<file path="config.mk">
export PLATFORM = sky130hd
export DESIGN_NAME = acc_alu
export DESIGN_NICKNAME = d
export VERILOG_FILES = /design/src/rtl/acc_alu_pkg.sv /design/src/rtl/aau_decode.sv /design/src/rtl/aau_adder.sv /design/src/rtl/aau_state.sv /design/src/rtl/acc_alu.sv
export SDC_FILE = /design/constraint.sdc
export NUM_CORES = 1
export LEC_CHECK = 0
export ABC_AREA = 1
export BUFFER_PORTS_ARGS = -buffer_cell sky130_fd_sc_hd__buf_2
export CAP_MARGIN = 0
export CORE_MARGIN = 3
export CORE_UTILIZATION = 56
export CTS_CLUSTER_DIAMETER = 100
export CTS_CLUSTER_SIZE = 28
export DETAILED_ROUTE_END_ITERATION = 10
export HOLD_SLACK_MARGIN = 0.05
export PLACE_DENSITY = 0.78
export SYNTH_ARGS = -nofsm -noshare
export SYNTH_HDL_FRONTEND = slang
export SYNTH_SLANG_ARGS = --single-unit
</file>
<file path="constraint.sdc">
create_clock -name clk -period 3.6 [get_ports clk]
set_input_delay 0.36 -clock clk [delete_from_list [all_inputs] [get_ports clk]]
set_output_delay 0.36 -clock clk [all_outputs]
set_load 0.01 [all_outputs]
</file>
<file path="src/rtl/acc_alu_pkg.sv">
package acc_alu_pkg;

    localparam int OP_W = 4;

    typedef enum logic [OP_W-1:0] {
        OP_NONE = 4'd0,
        OP_ABA  = 4'd1,
        OP_SBA  = 4'd2,
        OP_ADD  = 4'd3,
        OP_ADC  = 4'd4,
        OP_SUB  = 4'd5,
        OP_SBC  = 4'd6,
        OP_ADDW = 4'd7,
        OP_SUBW = 4'd8
    } alu_op_e;

    typedef struct packed {
        logic act;      // operation writes state
        logic word;     // 16-bit operation on {A,B}
        logic sub;      // subtract instead of add
        logic use_cin;  // chain carry_in
        logic pair;     // A op B into A
        logic upd_h;    // half-carry is written
    } alu_ctl_t;

    typedef struct packed {
        logic h;
        logic n;
        logic z;
        logic v;
        logic c;
    } alu_flags_t;

    function automatic alu_ctl_t decode_op(input logic [OP_W-1:0] code);
        alu_ctl_t k;
        k = '0;
        case (code)
            OP_ABA:  begin k.act = 1'b1; k.pair = 1'b1; k.upd_h = 1'b1; end
            OP_SBA:  begin k.act = 1'b1; k.pair = 1'b1; k.sub = 1'b1; end
            OP_ADD:  begin k.act = 1'b1; k.upd_h = 1'b1; end
            OP_ADC:  begin k.act = 1'b1; k.upd_h = 1'b1; k.use_cin = 1'b1; end
            OP_SUB:  begin k.act = 1'b1; k.sub = 1'b1; end
            OP_SBC:  begin k.act = 1'b1; k.sub = 1'b1; k.use_cin = 1'b1; end
            OP_ADDW: begin k.act = 1'b1; k.word = 1'b1; end
            OP_SUBW: begin k.act = 1'b1; k.word = 1'b1; k.sub = 1'b1; end
            default: k = '0;
        endcase
        return k;
    endfunction

endpackage

</file>
<file path="src/rtl/aau_decode.sv">
module aau_decode
    import acc_alu_pkg::*;
(
    input  logic [OP_W-1:0] op_code,
    output alu_ctl_t        ctl
);
    always_comb begin
        ctl = decode_op(op_code);
    end
endmodule

</file>
<file path="src/rtl/aau_adder.sv">
module aau_adder #(
    parameter int W    = 8,
    parameter int HALF = W / 2
) (
    input  logic [W-1:0] x,
    input  logic [W-1:0] y,
    input  logic         sub,
    input  logic         cin,
    output logic [W-1:0] sum,
    output logic         c_flag,
    output logic         v_flag,
    output logic         h_flag
);
    logic [W-1:0]  ye;
    logic          ce;
    logic [W:0]    full;
    logic [HALF:0] low;

    // subtraction as x + ~y + ~borrow; the carry out is the inverted borrow
    assign ye   = sub ? ~y : y;
    assign ce   = sub ? ~cin : cin;
    assign full = {1'b0, x} + {1'b0, ye} + {{W{1'b0}}, ce};
    assign low  = {1'b0, x[HALF-1:0]} + {1'b0, ye[HALF-1:0]} + {{HALF{1'b0}}, ce};

    assign sum    = full[W-1:0];
    assign c_flag = sub ? ~full[W] : full[W];
    assign v_flag = (x[W-1] == ye[W-1]) && (full[W-1] != x[W-1]);
    assign h_flag = low[HALF];
endmodule

</file>
<file path="src/rtl/aau_state.sv">
module aau_state
    import acc_alu_pkg::*;
#(
    parameter int BYTE_W = 8
) (
    input  logic              clk,
    input  logic              rst,
    input  logic              we,
    input  logic              word,
    input  logic              to_b,
    input  logic [BYTE_W-1:0] byte_res,
    input  logic [2*BYTE_W-1:0] word_res,
    input  alu_flags_t        flags_nxt,
    output logic [BYTE_W-1:0] a_q,
    output logic [BYTE_W-1:0] b_q,
    output alu_flags_t        flags_q
);
    always_ff @(posedge clk) begin
        if (rst) begin
            a_q     <= '0;
            b_q     <= '0;
            flags_q <= '0;
        end else if (we) begin
            flags_q <= flags_nxt;
            if (word) begin
                a_q <= word_res[2*BYTE_W-1:BYTE_W];
                b_q <= word_res[BYTE_W-1:0];
            end else if (to_b) begin
                b_q <= byte_res;
            end else begin
                a_q <= byte_res;
            end
        end
    end
endmodule

</file>
<file path="src/rtl/acc_alu.sv">
module acc_alu
    import acc_alu_pkg::*;
#(
    parameter int BYTE_W = 8
) (
    input  logic                 clk,
    input  logic                 rst,
    input  logic                 wr_en,
    input  logic [OP_W-1:0]      op_code,
    input  logic                 dst_b,
    input  logic [2*BYTE_W-1:0]  operand,
    input  logic                 carry_in,
    output logic [BYTE_W-1:0]    acc_a,
    output logic [BYTE_W-1:0]    acc_b,
    output logic [2*BYTE_W-1:0]  acc_d,
    output logic                 flag_h,
    output logic                 flag_n,
    output logic                 flag_z,
    output logic                 flag_v,
    output logic                 flag_c
);
    localparam int WORD_W = 2 * BYTE_W;
    localparam int HALF_W = BYTE_W / 2;

    alu_ctl_t            ctl;
    alu_flags_t          flags_q, flags_nxt;
    logic [BYTE_W-1:0]   a_q, b_q, tgt, src;
    logic                to_b, cin_eff;
    logic [BYTE_W-1:0]   byte_res;
    logic [WORD_W-1:0]   word_res;
    logic                bc, bv, bh, wc, wv, wh;

    aau_decode u_dec (.op_code(op_code), .ctl(ctl));

    assign to_b    = dst_b & ~ctl.pair;
    assign tgt     = to_b ? b_q : a_q;
    assign src     = ctl.pair ? b_q : operand[BYTE_W-1:0];
    assign cin_eff = ctl.use_cin & carry_in;

    aau_adder #(.W(BYTE_W), .HALF(HALF_W)) u_byte (
        .x(tgt), .y(src), .sub(ctl.sub), .cin(cin_eff),
        .sum(byte_res), .c_flag(bc), .v_flag(bv), .h_flag(bh)
    );

    aau_adder #(.W(WORD_W), .HALF(HALF_W)) u_word (
        .x({a_q, b_q}), .y(operand), .sub(ctl.sub), .cin(1'b0),
        .sum(word_res), .c_flag(wc), .v_flag(wv), .h_flag(wh)
    );

    always_comb begin
        if (ctl.word) begin
            flags_nxt.c = wc;
            flags_nxt.v = wv;
            flags_nxt.z = (word_res == '0);
            flags_nxt.n = word_res[WORD_W-1];
        end else begin
            flags_nxt.c = bc;
            flags_nxt.v = bv;
            flags_nxt.z = (byte_res == '0);
            flags_nxt.n = byte_res[BYTE_W-1];
        end
        flags_nxt.h = ctl.upd_h ? (ctl.word ? wh : bh) : flags_q.h;
    end

    aau_state #(.BYTE_W(BYTE_W)) u_state (
        .clk(clk), .rst(rst), .we(wr_en & ctl.act), .word(ctl.word),
        .to_b(to_b), .byte_res(byte_res), .word_res(word_res),
        .flags_nxt(flags_nxt), .a_q(a_q), .b_q(b_q), .flags_q(flags_q)
    );

    assign acc_a  = a_q;
    assign acc_b  = b_q;
    assign acc_d  = {a_q, b_q};
    assign flag_h = flags_q.h;
    assign flag_n = flags_q.n;
    assign flag_z = flags_q.z;
    assign flag_v = flags_q.v;
    assign flag_c = flags_q.c;


    reset_clear_chk: assert property (@(posedge clk)
        rst |=> (acc_d == '0) && !flag_h && !flag_n && !flag_z && !flag_v && !flag_c);


    idle_hold_chk: assert property (@(posedge clk) disable iff (rst)
        !wr_en |=> $stable(acc_d) && $stable({flag_h, flag_n, flag_z, flag_v, flag_c}));


    pair_keeps_b_chk: assert property (@(posedge clk) disable iff (rst)
        wr_en && (op_code == OP_ABA || op_code == OP_SBA) |=> $stable(acc_b));


    sub_keeps_h_chk: assert property (@(posedge clk) disable iff (rst)
        wr_en && (op_code == OP_SUB || op_code == OP_SBC || op_code == OP_SBA) |=> $stable(flag_h));


    word_nz_chk: assert property (@(posedge clk) disable iff (rst)
        wr_en && (op_code == OP_ADDW || op_code == OP_SUBW)
        |=> (flag_n == acc_a[BYTE_W-1]) && (flag_z == (acc_d == '0)) && $stable(flag_h));


    unused_code_chk: assert property (@(posedge clk) disable iff (rst)
        wr_en && (op_code == OP_NONE || op_code > OP_SUBW) |=> $stable(acc_d) && $stable(flag_c));
endmodule

</file>
* Word-level counts from Yosys, hierarchy flattened
Cells that the tools add are included.
** Word-level totals
- Memories :: 0
- RAM bits :: 0
- Latch bits :: 0
- ROM bits :: 0
- Register bits :: 21
- Word-level logic and storage cells :: 71
- Bits of input ports :: 25
** Cells by class
- Order comparisons :: 0
- Mux-type cells :: 20
- Divide/modulo/power cells :: 0
- Equality and inequality tests :: 13
- Reduce and logical (&&, ||, !) cells :: 14
- Bitwise gates (word level) :: 9
- Multiply operators :: 0
- Shift-type cells :: 0
- $add $sub $neg :: 8
** Operators with widths (number)
- 8-bit two-way mux :: 7
- 16-bit by 16-bit adder with 17-bit output :: 1
- 17-bit by 1-bit adder with 17-bit output :: 1
- 4-bit by 3-bit equality test with 1-bit output, second input constant :: 4
- 16-bit logical NOT :: 1
- 16-bit two-way mux :: 1
- 16-bit NOT :: 1
- 1-bit two-way mux :: 11
- 4-bit by 4-bit adder with 5-bit output :: 2
- 5-bit by 1-bit adder with 5-bit output :: 2
- 8-bit by 8-bit adder with 9-bit output :: 1
- 9-bit by 1-bit adder with 9-bit output :: 1
- 4-bit by 2-bit equality test with 1-bit output, second input constant :: 2
- 8-bit logical NOT :: 1
- 8-bit NOT :: 1
- 8-bit OR reduction :: 1
- 2-bit AND reduction :: 3
- 2-bit OR reduction :: 3
- 4-bit by 1-bit equality test with 1-bit output, second input constant :: 1
- 4-bit equality test, second input constant :: 1
- 4-bit two-way mux :: 1
- 1-bit NOT :: 4
- 4-bit OR reduction :: 1
- 1-bit bitwise AND :: 3
- other kinds (6) :: 9

* Longest topological paths before layout
Gate-level depths: netlist of the first run.
- Word-level depth :: 11
- Mapped depth :: 23
- Mapped depth without buffers :: 23

* By module
A second synthesis of the first run with hierarchy kept.
** Second synthesis, totals
- Cell total of the unflattened synthesis :: 562
- Area, all modules :: 3243.1 µm²
** Modules (own cells, without submodules)
- aau_adder (u_word) :: area each 1102.3 µm², cells an instance 186, instances 1
- aau_state :: area each 1016.0 µm², cells an instance 169, instances 1
- acc_alu :: area each 516.7 µm², cells an instance 100, instances 1
- aau_adder (u_byte) :: area each 480.5 µm², cells an instance 79, instances 1
- aau_decode :: area each 127.6 µm², cells an instance 28, instances 1

* Worst setup path before layout of the first run
OpenSTA, ideal clock, no wires.
- Path type :: in2reg
- Start point :: in op_code[1]
- End point :: reg u_state.b_q[6]
- Stages on the path :: 18
- Setup slack :: 0.285 ns
- Arrival time :: 3.258 ns
- Cell sequence :: nand2_1 > inv_1 > nor2_1 > nand2_1 > nand2_1 > buf_2 > xnor2_1 > fa_1 > fa_1 > o21ai_0 > nand2_1 > nand2_1 > a21oi_1 > xor2_1 > or2_2 > o211ai_1 > o211ai_1 > inv_1
** On the way
- Word-level cells in the longest chain between the ends :: 10
- Elaborated cells between the ends (all ways) :: 38
- Those cells by class :: 4 x add/sub; 8 x eq/ne; 13 x mux; 6 x bitwise; 7 x reduce/logical
** RTL lines
- start, declared :: line acc_alu.sv:9 : input logic [OP_W-1:0] op_code,
- parallel branches: the longest is 10 deep, another holds 16-bit by 16-bit adder with 17-bit output
- end signal, assigned :: line aau_state.sv:27 : b_q <= word_res[BYTE_W-1:0];
- end signal, assigned :: line aau_state.sv:29 : b_q <= byte_res;
- end, declared :: line aau_state.sv:15 : output logic [BYTE_W-1:0] b_q,
Parallel ways; which one is timed is not known. The select of a mux whose other input is x is not followed.
A chain may end at the register's enable or synchronous reset.

* Worst setup path after layout of the first run
- Start point :: in op_code[0]
- End point :: reg u_state.b_q[6]
The elaborated chain is that of the path after synthesis.

==> results of run 1 <==
-- report_power, final --
part / switching, mW / internal, mW
logic: 0.401 / 0.235
registers: 0.0263 / 0.251
clock network: 0.0859 / 0.0773
total: 0.514 / 0.563
-- how the worst max path moves through the flow --
stage / endpoint / slack (ns)
2_1_floorplan: u_state.b_q[6] / 0.28
3_3_place_gp: u_state.b_q[6] / 0.27
3_5_place_dp: u_state.b_q[6] / 0.19
4_1_cts: u_state.b_q[6] / 0.46
5_1_grt: u_state.b_q[6] / 0.13
6_report: u_state.b_q[6] / 0.45
-- registers in the layout, indices dropped and copies added, names as in the netlist --
register,cells
u_state.a_q,8
u_state.b_q,8
u_state.flags_q,5
-- final cells by class --
| cell class | count | area, sq um |
|---|---|---|
| repair buffers | 67 | 350 |
| inverters | 49 | 186 |
| multi-input cells | 352 | 2050 |
| fillers | 480 | 1680 |
| well taps | 67 | 83.8 |
| clock buffers | 3 | 41.3 |
| flip-flops and latches | 21 | 420 |
| clock inverters | 1 | 5.00 |
-- per-layer routing --
layer	share of wire, %	up-vias	GRT usage (%)
met5	0	-	0
met4	3.4	0	9.61
met3	7.2	21	4.52
met2	45	141	47.0
met1	45	1361	36.7
li1	-	1563	-
-- layout by cell type, fill, tap and decap left out, types with 3 or more instances in the layout --
master    instances
a21oi_1          27
a31oi_1          14
buf_2            61
buf_4             6
clkbuf_8          3
dfxtp_1          21
fa_1              3
ha_1             24
inv_1            46
nand2_1         111
nand3_1          25
nand4_1           6
nor2_1           31
nor3_1            3
o21ai_0          40
o21ai_1           4
or2_2             7
xnor2_1           7
xor2_1           31
-- stage by stage --
step	instance area [sq um]	hold slack, ns	cells	power, mW	worst slack, ns
3_3_place_gp	3090	0.527	556	0.895	0.274
6_report	3130	0.332	560	1.08	0.451
5_1_grt	3130	0.377	560	1.17	0.126
4_1_cts	3130	0.339	560	1.06	0.456
3_5_place_dp	3090	0.545	556	0.905	0.190
2_1_floorplan	2850	0.508	451	0.749	0.285
-- critical path: cells and delay by family --
kind	cells	cell delay, ns
buf+inv	2	0.21
compound gates	4	0.54
xor+xnor	2	0.39
fa+ha+maj	2	0.87
simple gates	7	0.97
-- cell families (layout without fill, tap and decap cells) --
group,Yosys count,count (layout),share of synthesized area [%]
compound gates,97,97,19.0
xor+xnor,38,38,11.7
fa+ha+maj,27,27,12.6
buf+inv,78,120,13.6
flops,21,21,14.7
simple gates,190,190,28.4
-- cell usage after synthesis --
cell	number
nand2_1	111
inv_1	46
o21ai_0	40
nor2_1	31
xor2_1	31
a21oi_1	27
nand3_1	25
ha_1	24
dfxtp_1	21
buf_4	17
a31oi_1	14
or2_2	7
xnor2_1	7
nand4_1	6
buf_2	5
clkbuf_1	4
o21ai_1	4
buf_6	3
fa_1	3
nor3_1	3
inv_2	2
nand3b_1	2
o211ai_1	2
o21a_1	2
o31ai_1	2
a211oi_1	1
a21boi_0	1
a21o_1	1
a21oi_4	1
and2_1	1
and2_4	1
inv_4	1
nand2_2	1
nand4_2	1
nor2_2	1
o21ai_2	1
o21bai_1	1
==> impl_metrics.env, run 1 <==
export IMPL_worst_clock_skew_ns=0.00159
export IMPL_synthDistinctLibCells=37
export IMPL_min_period_over_period_pct=87.5
export IMPL_grt_max_degree=21
export IMPL_dieArea_sq_um=5990
export IMPL_tightest_slew_ns=0.612
export IMPL_syn_avg_cell_area_sq_um=6.33
export IMPL_io_pins=62
export IMPL_area_growth_pct=9.78
export IMPL_drv_cap=0
export IMPL_startpoint_type="primary input"
export IMPL_critPathSlowestCell="fa_1"
export IMPL_finalNetCount=546
export IMPL_fin_util_pct=65.0
export IMPL_wl_per_cell_um=14.6
export IMPL_path_cells="buf_2, nor2_2, nor2_1, nand2_1, nand2_1, xor2_1, fa_1, fa_1, o21ai_0, nand2_1, nand2_1, a21oi_1, xor2_1, or2_2, o211ai_1, o211ai_1, inv_1"
export IMPL_leakagePower_nw=1.71
export IMPL_ant_nets=0
export IMPL_numCtsBuffers=3
export IMPL_n_antenna_cell=0
export IMPL_htree_levels=1
export IMPL_path_max_fanout=5
export IMPL_die_w_um=77.4
export IMPL_power_density_nw_per_um2=344
export IMPL_min_from="rst"
export IMPL_hold_end="u_state.flags_q[0]"
export IMPL_drv_slew=0
export IMPL_start_util_pct=59.2
export IMPL_timing_rr_end="u_state.b_q[6]"
export IMPL_post_cts_resized=0
export IMPL_wirelength_um=8160
export IMPL_yosys_area_top_type_share_pct=14.7
export IMPL_ys_ff_latch=21
export IMPL_cts_tree="yes"
export IMPL_rsz0062_at_grt="no"
export IMPL_crit_type="in -> reg"
export IMPL_r2r_start="u_state.b_q[0]"
export IMPL_die_h_um=77.4
export IMPL_peakVddDrop_v=0.000225
export IMPL_startpoint="op_code[0]"
export IMPL_hold_viol_final=0
export IMPL_status="completed"
export IMPL_rows=25
export IMPL_timing_fmax_ghz=0.318
export IMPL_grt_pass1_vias=2982
export IMPL_cts_clk_slew_worst_paths_ns=0.08
export IMPL_ys_seq_area_share_pct=14.7
export IMPL_yosys_area_top_type="dfxtp_1"
export IMPL_grt_pass1_wl_um=13700
export IMPL_whs_path_depth=4
export IMPL_vias=3086
export IMPL_path_common_cell="nand2_1"
export IMPL_regToRegSetupSlack_ns=0.64
export IMPL_synthCells=451
export IMPL_setup_tns_final_ns=0
export IMPL_netlist_area_sq_um=2850
export IMPL_antenna_found_initial=0
export IMPL_postCtsSetupBuffers=0
export IMPL_setup_violations=0
export IMPL_grt_ovfl_total=0
export IMPL_cpPeakStageDelay_ns=0.45
export IMPL_ctsRootBufferMaster="clkbuf_8"
export IMPL_hp_class="in -> reg"
export IMPL_grtUsageTotal_pct=28.1
export IMPL_hpwl_um=6600
export IMPL_yosys_warnings=0
export IMPL_synth_area_leaders="dfxtp_1 (15%), nand2_1 (15%), ha_1 (11%)"
export IMPL_drtIter0Drc=208
export IMPL_drc_errors=0
export IMPL_via_per_inst=5.51
export IMPL_insertion_delay_ns=0.26
export IMPL_worstPathRequired_ns=3.81
export IMPL_cp_end_kind="register"
export IMPL_syn_nets=503
export IMPL_clock_sinks=21
export IMPL_cts_buffer_depth=2
export IMPL_drt_first_pass_iters=7
export IMPL_worstPathArrival_ns=3.36
export IMPL_coreArea_sq_um=4820
export IMPL_period_minus_slack_ns=3.15
export IMPL_drive_gt1_share_pct=17.6
export IMPL_slew_headroom_pct=59.1
export IMPL_io_buffers=61
export IMPL_holdBufCountCts=0
export IMPL_gp_congestion=0.940
export IMPL_reg2regPathDepth=14
(Power assumes the default switching activity.)
==> run 2: changes to the inputs <==
--- a/config.mk
+++ b/config.mk
@@ -15,6 +15,7 @@
 export DETAILED_ROUTE_END_ITERATION = 10
 export HOLD_SLACK_MARGIN = 0.05
 export PLACE_DENSITY = 0.78
+export RECOVER_POWER = 100
 export SYNTH_ARGS = -nofsm -noshare
 export SYNTH_HDL_FRONTEND = slang
 export SYNTH_SLANG_ARGS = --single-unit
==> impl_metrics.env, run 2 (synthesis gave the netlist of run 1 again) <==
export IMPL_cts_tree="yes"
export IMPL_rows=25
export IMPL_drv_slew=0
export IMPL_clock_sinks=21
export IMPL_worst_clock_skew_ns=0.00362
export IMPL_grt_ovfl_total=0
export IMPL_ctsRootBufferMaster="clkbuf_8"
export IMPL_die_w_um=77.4
export IMPL_io_pins=62
export IMPL_gp_congestion=0.940
export IMPL_fin_cells=560
export IMPL_drc_errors=0
export IMPL_die_h_um=77.4
export IMPL_post_cts_resized=0
export IMPL_rsz0062_at_grt="no"
export IMPL_cts_clk_slew_worst_paths_ns=0.08
export IMPL_crit_type="in -> reg"
export IMPL_grt_pass1_wl_um=13700
export IMPL_htree_levels=1
export IMPL_worstPathRequired_ns=3.81
export IMPL_startpoint="op_code[0]"
export IMPL_whs_ns=0.335
export IMPL_tightest_slew_ns=0.605
export IMPL_via_per_inst=5.54
export IMPL_cts_buffer_depth=2
export IMPL_numCtsBuffers=3
export IMPL_dieArea_sq_um=5990
export IMPL_place_area_sq_um=3090
export IMPL_min_from="rst"
export IMPL_slew_headroom_pct=59.6
export IMPL_largestRegisters="u_state.a_q: 8 flops, u_state.b_q: 8 flops, u_state.flags_q: 5 flops"
export IMPL_min_period_over_period_pct=88.5
export IMPL_drt_first_pass_iters=6
export IMPL_hpwl_um=6600
export IMPL_final_cell_mix="nand2_1 (111), inv_1 (46), o21ai_0 (40), clkbuf_1 (40), nor2_1 (32)"
export IMPL_insertion_delay_ns=0.26
export IMPL_path_max_fanout=5
export IMPL_drive_gt1_share_pct=9.33
export IMPL_final_common_cell="nand2_1"
export IMPL_grt_pass1_vias=2982
export IMPL_placedCellCount=556
export IMPL_setup_violations=0
export IMPL_holdBufCountCts=0
export IMPL_hp_class="in -> reg"
export IMPL_startpoint_type="primary input"
export IMPL_cp_end_kind="register"
export IMPL_grt_max_degree=21
export IMPL_r2r_start="u_state.b_q[0]"
export IMPL_drtIter0Drc=222
export IMPL_status="completed"
export IMPL_vias=3101
export IMPL_worstPathArrival_ns=3.40
export IMPL_ant_nets=0
export IMPL_coreArea_sq_um=4820
export IMPL_peakVddDrop_v=0.000224
export IMPL_wirelength_um=8160
export IMPL_setup_tns_final_ns=0
export IMPL_timing_fmax_ghz=0.314
export IMPL_fin_area_sq_um=3080
export IMPL_hold_viol_final=0
export IMPL_period_minus_slack_ns=3.19
export IMPL_leakagePower_nw=1.55
export IMPL_finalNetCount=546
export IMPL_antenna_found_initial=0
export IMPL_start_util_pct=59.2
export IMPL_fillers=503
export IMPL_drv_cap=0
export IMPL_area_growth_pct=7.85
export IMPL_power_density_nw_per_um2=346
export IMPL_postCtsSetupBuffers=0
export IMPL_grtUsageTotal_pct=28.1
export IMPL_n_antenna_cell=0
export IMPL_io_buffers=61
export IMPL_wl_per_cell_um=14.6
-- run 2: cell types whose count changed in the layout (fill, tap and decap cells not counted) --
cell      delta
clkbuf_1    +40
buf_4        -1
nor2_2       -1
nor2_1       +1
buf_2       -39
-- run 2: critical path, cell delays in order --
cell and delay, ns:
clkbuf_1 0.11, nor2_1 0.19, nor2_1 0.09, nand2_1 0.13
nand2_1 0.18, xor2_1 0.23, fa_1 0.45, fa_1 0.42
o21ai_0 0.26, nand2_1 0.08, nand2_1 0.07, a21oi_1 0.08
xor2_1 0.16, or2_2 0.30, o211ai_1 0.09, o211ai_1 0.11
inv_1 0.09
-- run 2: routing by layer --
layer / global-route usage (%) / wire length (um) / part of all wire (%)
met1: 36.7 / 3650 / 45
met2: 47.0 / 3560 / 44
met3: 4.52 / 646 / 7.9
met4: 9.61 / 304 / 3.7
met5: 0 / 0 / 0
-- run 2: metrics by stage --
stage / util (%) / power [mW] / setup slack [ns]
finish: 63.9 / 1.07 / 0.413
global route: 63.9 / 1.16 / 0.0795
CTS: 65.0 / 1.06 / 0.456
detailed placement: 64.1 / 0.905 / 0.190
global placement: 64.1 / 0.895 / 0.274
floorplan: - / 0.749 / 0.285
-- run 2: power breakdown --
part,switching (mW),internal (mW),total [mW]
Clock,0.0846,0.0773,0.162
Sequential,0.0273,0.251,0.278
Combinational,0.400,0.225,0.625
Total,0.512,0.553,1.07
-- run 2: final timing paths --
check | endpoint | slack, ns | cells past startpoint
max | u_state.b_q[6] | 0.41 | 17
min | u_state.flags_q[0] | 0.34 | 4
max reg2reg | u_state.b_q[6] | 0.64 | 14
min reg2reg | u_state.flags_q[3] | 0.56 | 2
-- run 2: final cells by class --
type / count / area (sq um) / share of cell area, %
inverters: 49 / 186 / 6.06
well taps: 67 / 83.8 / 2.72
multi-input cells: 352 / 2040 / 66.4
clock buffers: 3 / 41.3 / 1.34
clock inverters: 1 / 5.00 / 0.163
flip-flops and latches: 21 / 420 / 13.7
repair buffers: 67 / 298 / 9.67
==> run 3: changes to the inputs <==
--- a/config.mk
+++ b/config.mk
@@ -8,6 +8,7 @@
 export ABC_AREA = 1
 export BUFFER_PORTS_ARGS = -buffer_cell sky130_fd_sc_hd__buf_2
 export CAP_MARGIN = 0
+export CORE_ASPECT_RATIO = 1.25
 export CORE_MARGIN = 3
 export CORE_UTILIZATION = 56
 export CTS_CLUSTER_DIAMETER = 100
==> impl_metrics.env, run 3 (synthesis gave the netlist of run 1 again) <==
export IMPL_status="completed"
export IMPL_dieArea_sq_um=5990
export IMPL_htree_levels=1
export IMPL_peakVddDrop_v=0.000171
export IMPL_hp_class="in -> reg"
export IMPL_path_max_fanout=12
export IMPL_ctsRootBufferMaster="clkbuf_8"
export IMPL_drc_errors=0
export IMPL_timing_rr_end="u_state.b_q[6]"
export IMPL_whs_path_depth=4
export IMPL_via_per_inst=5.70
export IMPL_grt_pass1_vias=3005
export IMPL_final_common_cell="nand2_1"
export IMPL_die_h_um=85.8
export IMPL_vias=3160
export IMPL_cts_clk_slew_worst_paths_ns=0.08
export IMPL_final_cell_mix="nand2_1 (111), inv_1 (46), o21ai_0 (40), clkbuf_1 (40), nor2_1 (32)"
export IMPL_insertion_delay_ns=0.27
export IMPL_cts_buffer_depth=2
export IMPL_gp_congestion=0.919
export IMPL_drv_cap=0
export IMPL_io_buffers=61
export IMPL_rows=28
export IMPL_slew_headroom_pct=59.2
export IMPL_wirelength_um=8390
export IMPL_clock_sinks=21
export IMPL_grt_ovfl_total=0
export IMPL_grtUsageTotal_pct=27.9
export IMPL_setup_tns_final_ns=0
export IMPL_r2r_start="u_state.b_q[0]"
export IMPL_timing_fmax_ghz=0.314
export IMPL_holdBufCountCts=0
export IMPL_rsz0062_at_grt="no"
export IMPL_drtIter0Drc=172
export IMPL_worst_clock_skew_ns=0.00512
export IMPL_worstPathRequired_ns=3.80
export IMPL_post_cts_resized=0
export IMPL_hpwl_um=6930
export IMPL_finalNetCount=547
export IMPL_coreArea_sq_um=4830
export IMPL_min_period_over_period_pct=88.5
export IMPL_crit_type="in -> reg"
export IMPL_reg2regPathDepth=14
export IMPL_hold_end="u_state.flags_q[0]"
export IMPL_hold_viol_final=0
export IMPL_fin_util_pct=63.6
export IMPL_die_w_um=69.9
export IMPL_power_density_nw_per_um2=346
export IMPL_start_util_pct=59.0
export IMPL_cp_end_kind="register"
export IMPL_grt_max_degree=21
export IMPL_min_from="rst"
export IMPL_ant_nets=0
export IMPL_grt_pass1_wl_um=13800
export IMPL_cts_tree="yes"
export IMPL_period_minus_slack_ns=3.19
export IMPL_drt_first_pass_iters=5
export IMPL_drive_gt1_share_pct=9.51
export IMPL_io_pins=62
export IMPL_largestRegisters="u_state.a_q: 8 flops, u_state.b_q: 8 flops, u_state.flags_q: 5 flops"
export IMPL_setup_violations=0
export IMPL_startpoint_type="primary input"
export IMPL_tightest_slew_ns=0.613
export IMPL_numCtsBuffers=3
export IMPL_postCtsSetupBuffers=0
export IMPL_leakagePower_nw=1.55
export IMPL_wl_per_cell_um=15.1
export IMPL_regToRegSetupSlack_ns=0.73
export IMPL_antenna_found_initial=0
export IMPL_n_antenna_cell=0
export IMPL_area_growth_pct=7.72
export IMPL_worstPathArrival_ns=3.39
export IMPL_drv_slew=0
-- run 3: worst max-delay path by stage --
stage / startpoint / endpoint / slack, ns / cells past startpoint
final: op_code[0] / u_state.flags_q[2] / 0.41 / 18
after detailed placement: op_code[0] / u_state.b_q[6] / 0.28 / 20
after global routing: op_code[0] / u_state.a_q[7] / 0.11 / 20
after global placement: op_code[0] / u_state.flags_q[0] / 0.35 / 23
after floorplan: op_code[1] / u_state.b_q[6] / 0.28 / 18
after CTS: op_code[0] / u_state.b_q[6] / 0.55 / 20
-- run 3: worst max-delay path, cell delays in order --
cell	delay (ns)
clkbuf_1	0.11
nor2_1	0.19
nor2_1	0.09
nand2_1	0.12
nand2_1	0.14
clkbuf_2	0.30
xor2_1	0.22
ha_1	0.38
nand2_1	0.14
nor2_1	0.18
nand2_1	0.06
o21ai_0	0.43
nand2_1	0.18
nand3_1	0.11
nand2_1	0.08
nor2_1	0.09
nand3_1	0.08
a21oi_1	0.12
-- run 3: power by group --
group          leakage (nW)  total [mW]  switching [mW]  internal (mW)
logic                  1.36       0.627           0.400          0.226
clock network        0.0228       0.158          0.0790         0.0791
registers             0.172       0.279          0.0283          0.251
-- run 3: final cells by class --
| type | instances | area [sq um] |
|---|---|---|
| multi-input cells | 352 | 2040 |
| fillers | 482 | 1760 |
| flip-flops and latches | 21 | 420 |
| repair buffers | 68 | 304 |
| inverters | 49 | 186 |
| well taps | 60 | 75.1 |
| clock buffers | 4 | 45.0 |
-- run 3: through the flow --
stage | setup slack [ns] | std cells | instance area (sq um) | power [mW] | hold WS (ns)
after detailed placement | 0.283 | 550 | 3090 | 0.906 | 0.542
after CTS | 0.551 | 554 | 3130 | 1.06 | 0.338
after global placement | 0.353 | 550 | 3090 | 0.899 | 0.529
after floorplan | 0.285 | 451 | 2850 | 0.749 | 0.508
after global routing | 0.111 | 554 | 3070 | 1.14 | 0.375
final | 0.414 | 554 | 3070 | 1.06 | 0.334
-- run 3: layer usage --
| layer | global-route usage, % | vias up | routed length (um) |
|---|---|---|---|
| li1 | - | 1557 | - |
| met1 | 32.8 | 1439 | 3440 |
| met2 | 52.1 | 142 | 4200 |
| met3 | 1.88 | 22 | 488 |
| met4 | 11.1 | 0 | 265 |
| met5 | 0 | - | 0 |
